## config.mk

```make
export PLATFORM = sky130hd
export DESIGN_NAME = irqs_top
export DESIGN_NICKNAME = d
export VERILOG_FILES = /design/src/rtl/irqs_pkg.sv /design/src/rtl/irqs_ctx_stack.sv /design/src/rtl/irqs_vec_table.sv /design/src/rtl/irqs_seq_fsm.sv /design/src/rtl/irqs_top.sv
export SDC_FILE = /design/constraint.sdc
export NUM_CORES = 1
export LEC_CHECK = 0
export BUFFER_PORTS_ARGS = -buffer_cell sky130_fd_sc_hd__buf_4
export CAP_MARGIN = 10
export CORE_MARGIN = 4
export CORE_UTILIZATION = 40
export DETAILED_ROUTE_END_ITERATION = 10
export PLACE_DENSITY = 0.67
export SKIP_CTS_REPAIR_TIMING = 1
export SLEW_MARGIN = 10
export SYNTH_ARGS = -nofsm -noshare
export SYNTH_HDL_FRONTEND = slang
export SYNTH_SLANG_ARGS = --single-unit
```

## constraint.sdc

```tcl
create_clock -name clk -period 4.8 [get_ports clk]
set_clock_uncertainty 0.1 [all_clocks]
set_input_delay 1.2 -clock clk [delete_from_list [all_inputs] [get_ports clk]]
set_output_delay 1.2 -clock clk [all_outputs]
set_load 0.02 [all_outputs]
```

## src/rtl/irqs_pkg.sv

```systemverilog
package irqs_pkg;

    localparam int PC_W = 16;

    typedef enum logic {
        MODE_USER = 1'b0,
        MODE_PRIV = 1'b1
    } mode_e;

    typedef enum logic [1:0] {
        ST_IDLE,
        ST_PUSH,
        ST_MODE,
        ST_LOAD
    } seq_state_e;

    typedef struct packed {
        logic [PC_W-1:0] pc;
        mode_e           mode;
    } ctx_t;

    function automatic logic [PC_W-1:0] pc_step(input logic [PC_W-1:0] cur);
        return cur + PC_W'(1);
    endfunction

endpackage

```

## src/rtl/irqs_ctx_stack.sv

```systemverilog
module irqs_ctx_stack import irqs_pkg::*; #(
    parameter int DEPTH = 8
) (
    input  logic clk,
    input  logic rst,
    input  logic push,
    input  logic pop,
    input  ctx_t push_ctx,
    output ctx_t top_ctx,
    output logic full,
    output logic empty
);
    localparam int CNT_W = $clog2(DEPTH + 1);
    localparam int AW    = (DEPTH > 1) ? $clog2(DEPTH) : 1;

    ctx_t             slots [DEPTH];
    logic [CNT_W-1:0] level;

    assign full    = (level == CNT_W'(DEPTH));
    assign empty   = (level == '0);
    assign top_ctx = empty ? '0 : slots[AW'(level - CNT_W'(1))];

    always_ff @(posedge clk) begin
        if (rst) begin
            level <= '0;
        end else if (push && !full) begin
            slots[AW'(level)] <= push_ctx;
            level             <= level + CNT_W'(1);
        end else if (pop && !empty) begin
            level <= level - CNT_W'(1);
        end
    end
endmodule

```

## src/rtl/irqs_vec_table.sv

```systemverilog
module irqs_vec_table import irqs_pkg::*; #(
    parameter int NUM_W = 3,
    parameter int DEPTH = 6
) (
    input  logic             clk,
    input  logic             cfg_en,
    input  logic             we,
    input  logic [NUM_W-1:0] widx,
    input  logic [PC_W-1:0]  wdata,
    input  logic [NUM_W-1:0] ridx,
    output logic [PC_W-1:0]  rdata,
    output logic             in_range
);
    logic [PC_W-1:0] entry [DEPTH];

    generate
        if (DEPTH >= (1 << NUM_W)) begin : g_full
            assign in_range = 1'b1;
        end else begin : g_part
            assign in_range = (ridx < NUM_W'(DEPTH));
        end
    endgenerate

    generate
        for (genvar i = 0; i < DEPTH; i++) begin : g_slot
            always_ff @(posedge clk) begin
                if (cfg_en && we && widx == NUM_W'(i)) entry[i] <= wdata;
            end
        end
    endgenerate

    always_comb begin
        rdata = '0;
        for (int i = 0; i < DEPTH; i++) begin
            if (ridx == NUM_W'(i)) rdata = entry[i];
        end
    end
endmodule

```

## src/rtl/irqs_seq_fsm.sv

```systemverilog
module irqs_seq_fsm import irqs_pkg::*; #(
    parameter int              NUM_W    = 3,
    parameter logic [PC_W-1:0] RESET_PC = '0
) (
    input  logic             clk,
    input  logic             rst,
    input  logic             instr_done,
    input  logic             irq_valid,
    input  logic [NUM_W-1:0] irq_num,
    input  logic             trap_valid,
    input  logic [NUM_W-1:0] trap_num,
    input  logic             rti,
    input  logic             enter_user,
    input  logic [PC_W-1:0]  enter_pc,
    input  logic             stk_full,
    input  logic             stk_empty,
    input  ctx_t             stk_top,
    input  logic [PC_W-1:0]  vec_pc,
    input  logic             vec_ok,
    output logic [NUM_W-1:0] vec_idx,
    output logic             stk_push,
    output logic             stk_pop,
    output ctx_t             stk_wr,
    output logic [PC_W-1:0]  pc,
    output mode_e            mode,
    output logic             busy,
    output logic             fault
);
    seq_state_e       state;
    logic [NUM_W-1:0] num_q;
    logic             req;
    logic [NUM_W-1:0] req_num;

    // A trap is the finished instruction itself, so it takes precedence.
    assign req     = trap_valid | irq_valid;
    assign req_num = trap_valid ? trap_num : irq_num;
    assign vec_idx = (state == ST_IDLE) ? req_num : num_q;
    assign busy    = (state != ST_IDLE);

    assign stk_push = (state == ST_PUSH) && !stk_full;
    assign stk_pop  = (state == ST_IDLE) && rti && !stk_empty;
    assign stk_wr   = '{pc: pc, mode: mode};

    always_ff @(posedge clk) begin
        if (rst) begin
            state <= ST_IDLE;
            pc    <= RESET_PC;
            mode  <= MODE_PRIV;
            num_q <= '0;
            fault <= 1'b0;
        end else begin
            unique case (state)
                ST_IDLE: begin
                    if (rti) begin
                        if (stk_empty) begin
                            fault <= 1'b1;
                        end else begin
                            mode <= stk_top.mode;
                            pc   <= stk_top.pc;
                        end
                    end else if (enter_user) begin
                        if (mode == MODE_PRIV) begin
                            mode <= MODE_USER;
                            pc   <= enter_pc;
                        end
                    end else if (instr_done) begin
                        pc <= pc_step(pc);
                        if (req) begin
                            if (vec_ok) begin
                                num_q <= req_num;
                                state <= ST_PUSH;
                            end else begin
                                fault <= 1'b1;
                            end
                        end
                    end
                end
                ST_PUSH: begin
                    if (stk_full) begin
                        fault <= 1'b1;
                        state <= ST_IDLE;
                    end else begin
                        state <= ST_MODE;
                    end
                end
                ST_MODE: begin
                    mode  <= MODE_PRIV;
                    state <= ST_LOAD;
                end
                ST_LOAD: begin
                    pc    <= vec_pc;
                    state <= ST_IDLE;
                end
                default: state <= ST_IDLE;
            endcase
        end
    end
endmodule

```

## src/rtl/irqs_top.sv

```systemverilog
module irqs_top import irqs_pkg::*; #(
    parameter int              NUM_W     = 3,
    parameter int              TBL_DEPTH = 6,
    parameter int              STK_DEPTH = 8,
    parameter logic [PC_W-1:0] RESET_PC  = '0
) (
    input  logic             clk,
    input  logic             rst,
    input  logic             cfg_we,
    input  logic [NUM_W-1:0] cfg_idx,
    input  logic [PC_W-1:0]  cfg_addr,
    input  logic             instr_done,
    input  logic             irq_valid,
    input  logic [NUM_W-1:0] irq_num,
    input  logic             trap_valid,
    input  logic [NUM_W-1:0] trap_num,
    input  logic             rti,
    input  logic             enter_user,
    input  logic [PC_W-1:0]  enter_pc,
    output logic [PC_W-1:0]  pc,
    output logic             priv,
    output logic             busy,
    output logic             fault
);
    ctx_t             stk_top, stk_wr;
    logic             stk_full, stk_empty, stk_push, stk_pop;
    logic [NUM_W-1:0] vec_idx;
    logic [PC_W-1:0]  vec_pc;
    logic             vec_ok;
    mode_e            mode;

    assign priv = (mode == MODE_PRIV);

    irqs_ctx_stack #(.DEPTH(STK_DEPTH)) u_stack (
        .clk     (clk),
        .rst     (rst),
        .push    (stk_push),
        .pop     (stk_pop),
        .push_ctx(stk_wr),
        .top_ctx (stk_top),
        .full    (stk_full),
        .empty   (stk_empty)
    );

    irqs_vec_table #(.NUM_W(NUM_W), .DEPTH(TBL_DEPTH)) u_table (
        .clk     (clk),
        .cfg_en  (rst),
        .we      (cfg_we),
        .widx    (cfg_idx),
        .wdata   (cfg_addr),
        .ridx    (vec_idx),
        .rdata   (vec_pc),
        .in_range(vec_ok)
    );

    irqs_seq_fsm #(.NUM_W(NUM_W), .RESET_PC(RESET_PC)) u_fsm (
        .clk       (clk),
        .rst       (rst),
        .instr_done(instr_done),
        .irq_valid (irq_valid),
        .irq_num   (irq_num),
        .trap_valid(trap_valid),
        .trap_num  (trap_num),
        .rti       (rti),
        .enter_user(enter_user),
        .enter_pc  (enter_pc),
        .stk_full  (stk_full),
        .stk_empty (stk_empty),
        .stk_top   (stk_top),
        .vec_pc    (vec_pc),
        .vec_ok    (vec_ok),
        .vec_idx   (vec_idx),
        .stk_push  (stk_push),
        .stk_pop   (stk_pop),
        .stk_wr    (stk_wr),
        .pc        (pc),
        .mode      (mode),
        .busy      (busy),
        .fault     (fault)
    );
endmodule

```

==> run summary, run 1 <==
Synth area leaders -> edfxtp_1 (63%), mux4_2 (7.0%), dfxtp_1 (4.9%)
Filler cells -> 2315
Crit path top cell by count -> inv_1
Sequential area share after synthesis -> 68.3%
Die width -> 174 um
Synth cell types -> 72
Worst endpoint data arrival time -> 2170 ps
Min-delay worst type -> reg2reg
Area grow syn2layout -> 16.0%
Startpoint Class -> flip-flop
Total die area -> 30200 um2
Slowest CP cell -> ha_1
Number of antenna violations at the first check in global routing -> 0
CTS H-tree lvls -> 1
Placer Congestion -> 0.820
P_leak -> 0.00431 uW
Fmax -> 288 MHz
Post-Syn Area -> 11000 um2
Worst-Margin Slew -> 1030 ps
Post-Place Cell Area -> 11900 um2
Inserted Clock Buffers -> 27
PwrDens -> 561 nW/um2
First-pass GRT wire length -> 40200 um
Clock Latency Late Sink -> 520 ps
Multi-input combinational cell area -> 3280 um2
Grt total ovfl -> 0
Ant. Diodes -> 0
WS Path Type -> reg2out
Slew Viols, Final -> 0
Final setup viols -> 0
Delay of the slowest cell on the worst path -> 680 ps
Biggest area consumer among synthesized cells -> edfxtp_1
Clk sink count -> 259
Mux contribution to synthesized area -> 9.80%
Worst vdd ir -> 307 uV
Synth top area share -> 63.4%
CP Capture Type -> output pin
Number of synthesized flops with an enable pin -> 232
Max-slew headroom -> 31.4%
CTS tree -> built
Total number of vias -> 6666
Largest family of logic cells by synthesized area -> multiplexers
Non-filler instance count after layout -> 1162
Max-Cap Viols -> 0
Dpl hpwl -> 17000 um
Number of synthesis warnings -> 0
Syn Area/Cell -> 15.1 um2
Clock root buffer -> clkbuf_16
Post-synth top cells -> edfxtp_1 (232), nand2_1 (59), nor2_1 (37), mux4_2 (34), o21ai_0 (33)
Worst EP required -> 3500 ps
WL per Instance -> 22.4 um
Worst-path cell chain -> inv_1 > ha_1 > inv_1 > buf_4
Final Hold Fails -> 0
Post-route setup TNS -> 0 ps
Max FO, Critical Path -> 19
Top-count cell post-synth -> edfxtp_1
Final net count -> 859
RSZ-0062 raised after global routing -> no
Largest net degree at the start of global routing -> 39
Fin crit share -> 72.3%
Ys flop type -> edfxtp_1
Compound-gate portion of the synthesized area -> 8.16%
Max clock buf depth -> 3
First-pass DRT Iterations -> 6
DR vias/cell -> 5.74
Total power -> 7160 uW
Die height -> 174 um
Wirelength, routed -> 26100 um
Register area -> 7510 um2
DRT iter0 DRCs -> 747
Remaining routing DRC violations -> 0
Gr usage total -> 17.0%
Xor/xnor share of the synthesized area -> 1.35%
Vias in the first global route -> 6696
Row count -> 60
Minimum clock period -> 3470 ps
Fraction of layout cells with a size suffix above 1 -> 24.0%
Syn Nets -> 783
Yosys reg bits -> 259
Cell Count Post-Placement -> 1114
Mapped Cells -> 726
Reg clk slew, reported paths -> 60 ps
Async set or reset register ratio after synthesis -> 0%
Adder-cell area share of the yosys netlist -> 0.910%
Starting Density -> 40.7%
Simple-Gate Fraction of Synth Area -> 8.95%
Post-route ant nets -> 0
Number of port buffers -> 67
Status -> completed
Num ports -> 68
Hold slack -> 351 ps
Core area -> 27000 um2
Fin area -> 12800 um2
-- final cells by class --
type | instances | area share [%]
Tap cell | 341 | 3.34
Clock inverter | 14 | 0.951
Inverter | 16 | 0.471
Sequential cell | 259 | 58.9
Multi-Input combinational cell | 410 | 25.7
Clock buffer | 34 | 5.50
Timing Repair Buffer | 88 | 5.18
-- path summary, 6_finish.rpt --
path | slack, ps | from | end | cells past startpoint
setup / recovery | 1330 | flip-flop | busy | 4
hold / removal | 350 | u_fsm.fault | u_fsm.fault | 2
setup reg to reg | 1520 | flip-flop | u_fsm.pc[15] | 7
hold reg to reg | 350 | u_fsm.fault | u_fsm.fault | 2
-- registers in the layout (all words and copies together), names as in the netlist, named ones only --
register       flops
u_fsm.state        1
u_fsm.pc          16
u_fsm.num_q        3
u_stack.level      4
u_fsm.mode         1
u_fsm.fault        1
u_table.entry     96
u_stack.slots    136
-- power by group --
part / total, uW / switching [uW] / internal (uW) / leakage [uW]
logic: 2080 / 1220 / 858 / 0.00157
registers: 3130 / 352 / 2780 / 0.00233
clock network: 1950 / 815 / 1140 / 0.000404
total: 7160 / 2380 / 4780 / 0.00431
-- critical path: cells and delay by family, from the launching register on --
kind,cells,cell delay [ps]
adder cells (fa/ha/maj),1,680
buffers and inverters,3,610
flip-flops,1,350
-- cell families (layout without fill, tap and decap cells) --
family          count (synthesis)  after routing
mux                            61             61
flops                         259            259
simple gates                  192            192
compound gates                132            132
xor+xnor                       17             17
fa+ha+maj                       8              8
buf+inv                        57            152
-- layout by cell type (no fill, tap or decap), types with 7 or more instances in the layout --
cell,instances
edfxtp_1,232
buf_4,88
nand2_1,59
mux4_2,34
o21ai_0,33
nor2_1,31
a21oi_1,31
clkbuf_16,27
nand3_1,26
dfxtp_1,26
mux2i_1,18
inv_1,16
nor3_1,12
xnor2_1,11
nor4_1,9
ha_1,8
clkbuf_1,7
-- per-stage QoR --
| stage | worst slack, ps | utilization (%) |
|---|---|---|
| after global placement | 1120 | 44.2 |
| final | 1330 | 47.2 |
| after CTS | 1310 | 47.2 |
| after floorplan | 1210 | - |
| after detailed placement | 1110 | 44.2 |
| after global routing | 1110 | 47.2 |
-- per-layer routing --
| layer | routed length, um | GRT usage (%) | up-vias | share of wire [%] |
|---|---|---|---|---|
| met3 | 1590 | 2.86 | 47 | 6.1 |
| met4 | 570 | 4.29 | 0 | 2.2 |
| met1 | 11300 | 23.8 | 3359 | 43 |
| li1 | - | - | 3010 | - |
| met5 | 0 | 0 | - | 0 |
| met2 | 12600 | 27.8 | 250 | 48 |
Power figures use the tool's default switching activity.
==> run 2: changes to the inputs <==
--- a/config.mk
+++ b/config.mk
@@ -5,6 +5,7 @@
 export SDC_FILE = /design/constraint.sdc
 export NUM_CORES = 1
 export LEC_CHECK = 0
+export ABC_AREA = 1
 export BUFFER_PORTS_ARGS = -buffer_cell sky130_fd_sc_hd__buf_4
 export CAP_MARGIN = 10
 export CORE_MARGIN = 4
==> constraint.sdc (replaced) <==
create_clock -name clk -period 3.6 [get_ports clk]
set_clock_uncertainty 0.1 [all_clocks]
set_input_delay 0.9 -clock clk [delete_from_list [all_inputs] [get_ports clk]]
set_output_delay 0.9 -clock clk [all_outputs]
set_load 0.02 [all_outputs]
==> run 2 against run 1 <==
Against the previous run:
- wire length rose by 2.2%
- global-route usage rose by 0.12 points
- sequential power rose by 25%
- cell count rose by 27%
- die area rose by 1.2%
- combinational power rose by 59%
- largest cell class unchanged
- highest routed layer unchanged
==> run summary, run 2 <==
Status -> completed (unchanged)
Dpl hpwl -> 17300 um (was 17000 um)
Final Hold Fails -> 0 (unchanged)
Number of synthesis warnings -> 0 (unchanged)
Hold EP -> u_fsm.num_q[1] (was u_fsm.fault)
Number of antenna violations at the first check in global routing -> 0 (unchanged)
Synth top area share -> 62.6% (was 63.4%)
Place WS -> 731 ps (was 1110 ps)
CTS H-tree lvls -> 1 (unchanged)
Yosys reg bits -> 259 (unchanged)
R2R cell count -> 11 (was 7)
WS Path Type -> reg2out (unchanged)
Number of port buffers -> 67 (unchanged)
Number of synthesized flops with an enable pin -> 232 (unchanged)
First-pass GRT wire length -> 41700 um (was 40200 um)
Commonest non-fill, non-tap cell in the layout -> edfxtp_1 (unchanged)
Top-count cell post-synth -> edfxtp_1 (unchanged)
Critical path origin -> u_fsm.state[0]
Mapped Cells -> 1009 (was 726)
Clock Latency Late Sink -> 530 ps (was 520 ps)
Fraction of layout cells with a size suffix above 1 -> 16.0% (was 24.0%)
Core area -> 27200 um2 (was 27000 um2)
Min-delay worst type -> reg2reg (unchanged)
DR vias/cell -> 5.22 (was 5.74)
Total number of vias -> 7700 (was 6666)
Grt total ovfl -> 0 (unchanged)
First-pass DRT Iterations -> 5 (was 6)
P_leak -> 0.00464 uW (was 0.00431 uW)
Synth area leaders -> edfxtp_1 (63%), nor2_1 (6.2%), dfxtp_1 (4.9%) (was edfxtp_1 (63%), mux4_2 (7.0%), dfxtp_1 (4.9%))
Final setup viols -> 0 (unchanged)
Placer Congestion -> 0.817 (was 0.820)
Post-route setup TNS -> 0 ps (unchanged)
Worst endpoint data arrival time -> 1840 ps (was 2170 ps)
Area grow syn2layout -> 16.3% (was 16.0%)
Post-route ant nets -> 0 (unchanged)
Inserted Clock Buffers -> 26 (was 27)
Synth cell types -> 40 (was 72)
Fmax -> 352 MHz
Wirelength, routed -> 26600 um (was 26100 um)
CP Capture Type -> output pin (unchanged)
Reg clk slew, reported paths -> 60 ps (about the same)
Top reg by flops -> u_stack.slots (unchanged)
Largest registers -> u_stack.slots x136, u_table.entry x96, u_fsm.pc x16 (unchanged)
Max reg flops -> 136 (unchanged)
Die height -> 175 um (was 174 um)
Largest net degree at the start of global routing -> 74 (was 39)
Worst setup margin -> 758 ps (was 1330 ps)
Die width -> 175 um (was 174 um)
Max-slew headroom -> 42.4% (was 31.4%)
Startpoint Class -> flip-flop (unchanged)
PwrDens -> 766 nW/um2 (was 561 nW/um2)
Clk sink count -> 259 (unchanged)
Clock root buffer -> clkbuf_16 (unchanged)
Worst EP required -> 2600 ps (was 3500 ps)
Post-Syn Area -> 11100 um2 (was 11000 um2)
Syn Nets -> 1066 (was 783)
Ys flop type -> edfxtp_1 (unchanged)
RSZ-0062 raised after global routing -> no (unchanged)
Filler cells -> 2477 (was 2315)
Gr usage total -> 17.1% (was 17.0%)
Max-Cap Viols -> 0 (unchanged)
Syn Area/Cell -> 11.0 um2 (was 15.1 um2)
Vias in the first global route -> 7406 (was 6696)
Ant. Diodes -> 0 (unchanged)
Register area -> 7510 um2 (unchanged)
Worst r2r dst -> u_fsm.pc[10] (was u_fsm.pc[15])
Fin crit share -> 78.9%
Final net count -> 1141 (was 859)
Total die area -> 30600 um2 (was 30200 um2)
Async set or reset register ratio after synthesis -> 0% (unchanged)
Hold Crit Start -> u_fsm.num_q[1] (was u_fsm.fault)
Worst vdd ir -> 331 uV (was 307 uV)
Multi-input combinational cell area -> 3180 um2 (was 3280 um2)
CTS tree -> built (unchanged)
Num ports -> 68 (unchanged)
DRT iter0 DRCs -> 740 (was 747)
Max FO, Critical Path -> 12 (was 19)
Worst-Margin Slew -> 863 ps (was 1030 ps)
Minimum clock period -> 2840 ps
R2r setup slk -> 810 ps (was 1520 ps)
Post-synth top cells -> edfxtp_1 (232), nor2_1 (185), nand2_1 (130), o21ai_0 (98), a21oi_1 (74) (was edfxtp_1 (232), nand2_1 (59), nor2_1 (37), mux4_2 (34), o21ai_0 (33))
WL per Instance -> 18.1 um (was 22.4 um)
Starting Density -> 41.0% (was 40.7%)
Biggest area consumer among synthesized cells -> edfxtp_1 (unchanged)
Row count -> 60 (unchanged)
Max clock buf depth -> 3 (unchanged)
Hold Path Depth -> 2 (unchanged)
Core Util, Final -> 47.6% (was 47.2%)
Sequential area share after synthesis -> 67.4% (was 68.3%)
Remaining routing DRC violations -> 0 (unchanged)
Most frequent cells in the layout -> edfxtp_1 (232), nor2_1 (179), nand2_1 (130) (was edfxtp_1 (232), buf_4 (88), nand2_1 (59))
Slew Viols, Final -> 0 (unchanged)
RR Startpoint -> u_fsm.state[0]
Total power -> 9920 uW (was 7160 uW)
## run 2: cell families after synthesis
group / count (synthesis) / synth area share, %
adder cells (fa/ha/maj): 8 / 0.899
AND/OR/NAND/NOR: 414 / 15.9
flip-flops: 259 / 67.4
buffers and inverters: 109 / 4.36
XOR/XNOR: 3 / 0.303
AO/OA/AOI/OAI: 216 / 11.1
## run 2: worst max-delay path by stage
| stage | cells after the start | slack (ps) | endpoint |
|---|---|---|---|
| floorplan | 3 | 630 | u_table.entry[2][0] |
| global placement | 12 | 830 | u_fsm.pc[0] |
| detailed placement | 12 | 730 | u_fsm.pc[11] |
| CTS | 4 | 740 | busy |
| global route | 11 | 540 | u_fsm.pc[6] |
| finish | 4 | 760 | busy |
## run 2: final cells by class
class	instances	area share [%]
clock buffers	32	5.43
clock inverters	15	1.22
inverters	64	1.87
multi-input cells	641	24.6
flip-flops and latches	259	58.0
well taps	372	3.59
repair buffers	92	5.33
## run 2: per-stage QoR
step | area [um2] | std cells | hold WS, ps
final | 12900 | 1475 | 356
after global routing | 12900 | 1475 | 381
after CTS | 12900 | 1475 | 358
after detailed placement | 12100 | 1428 | 348
after global placement | 12100 | 1428 | 340
after floorplan | 11100 | 1009 | 329
## run 2: worst max-delay path: stages (launching register included)
cell,delay [ps]
dfxtp_1,330
inv_1,150
ha_1,450
inv_2,180
buf_4,200
## run 2: power breakdown
group	internal [uW]	total, uW	switching [uW]
clock network	1600	2700	1100
registers	3640	3920	281
logic	1070	3300	2230
## run 2: metal layers
layer	vias to the layer above	GRT usage (%)	part of all wire, %	routed length (um)
met5	-	0	0	0
met4	0	4.58	2.3	612
met3	38	2.19	4.9	1310
met2	223	28.1	48	12800
met1	3719	24.1	45	11900
li1	3720	-	-	-
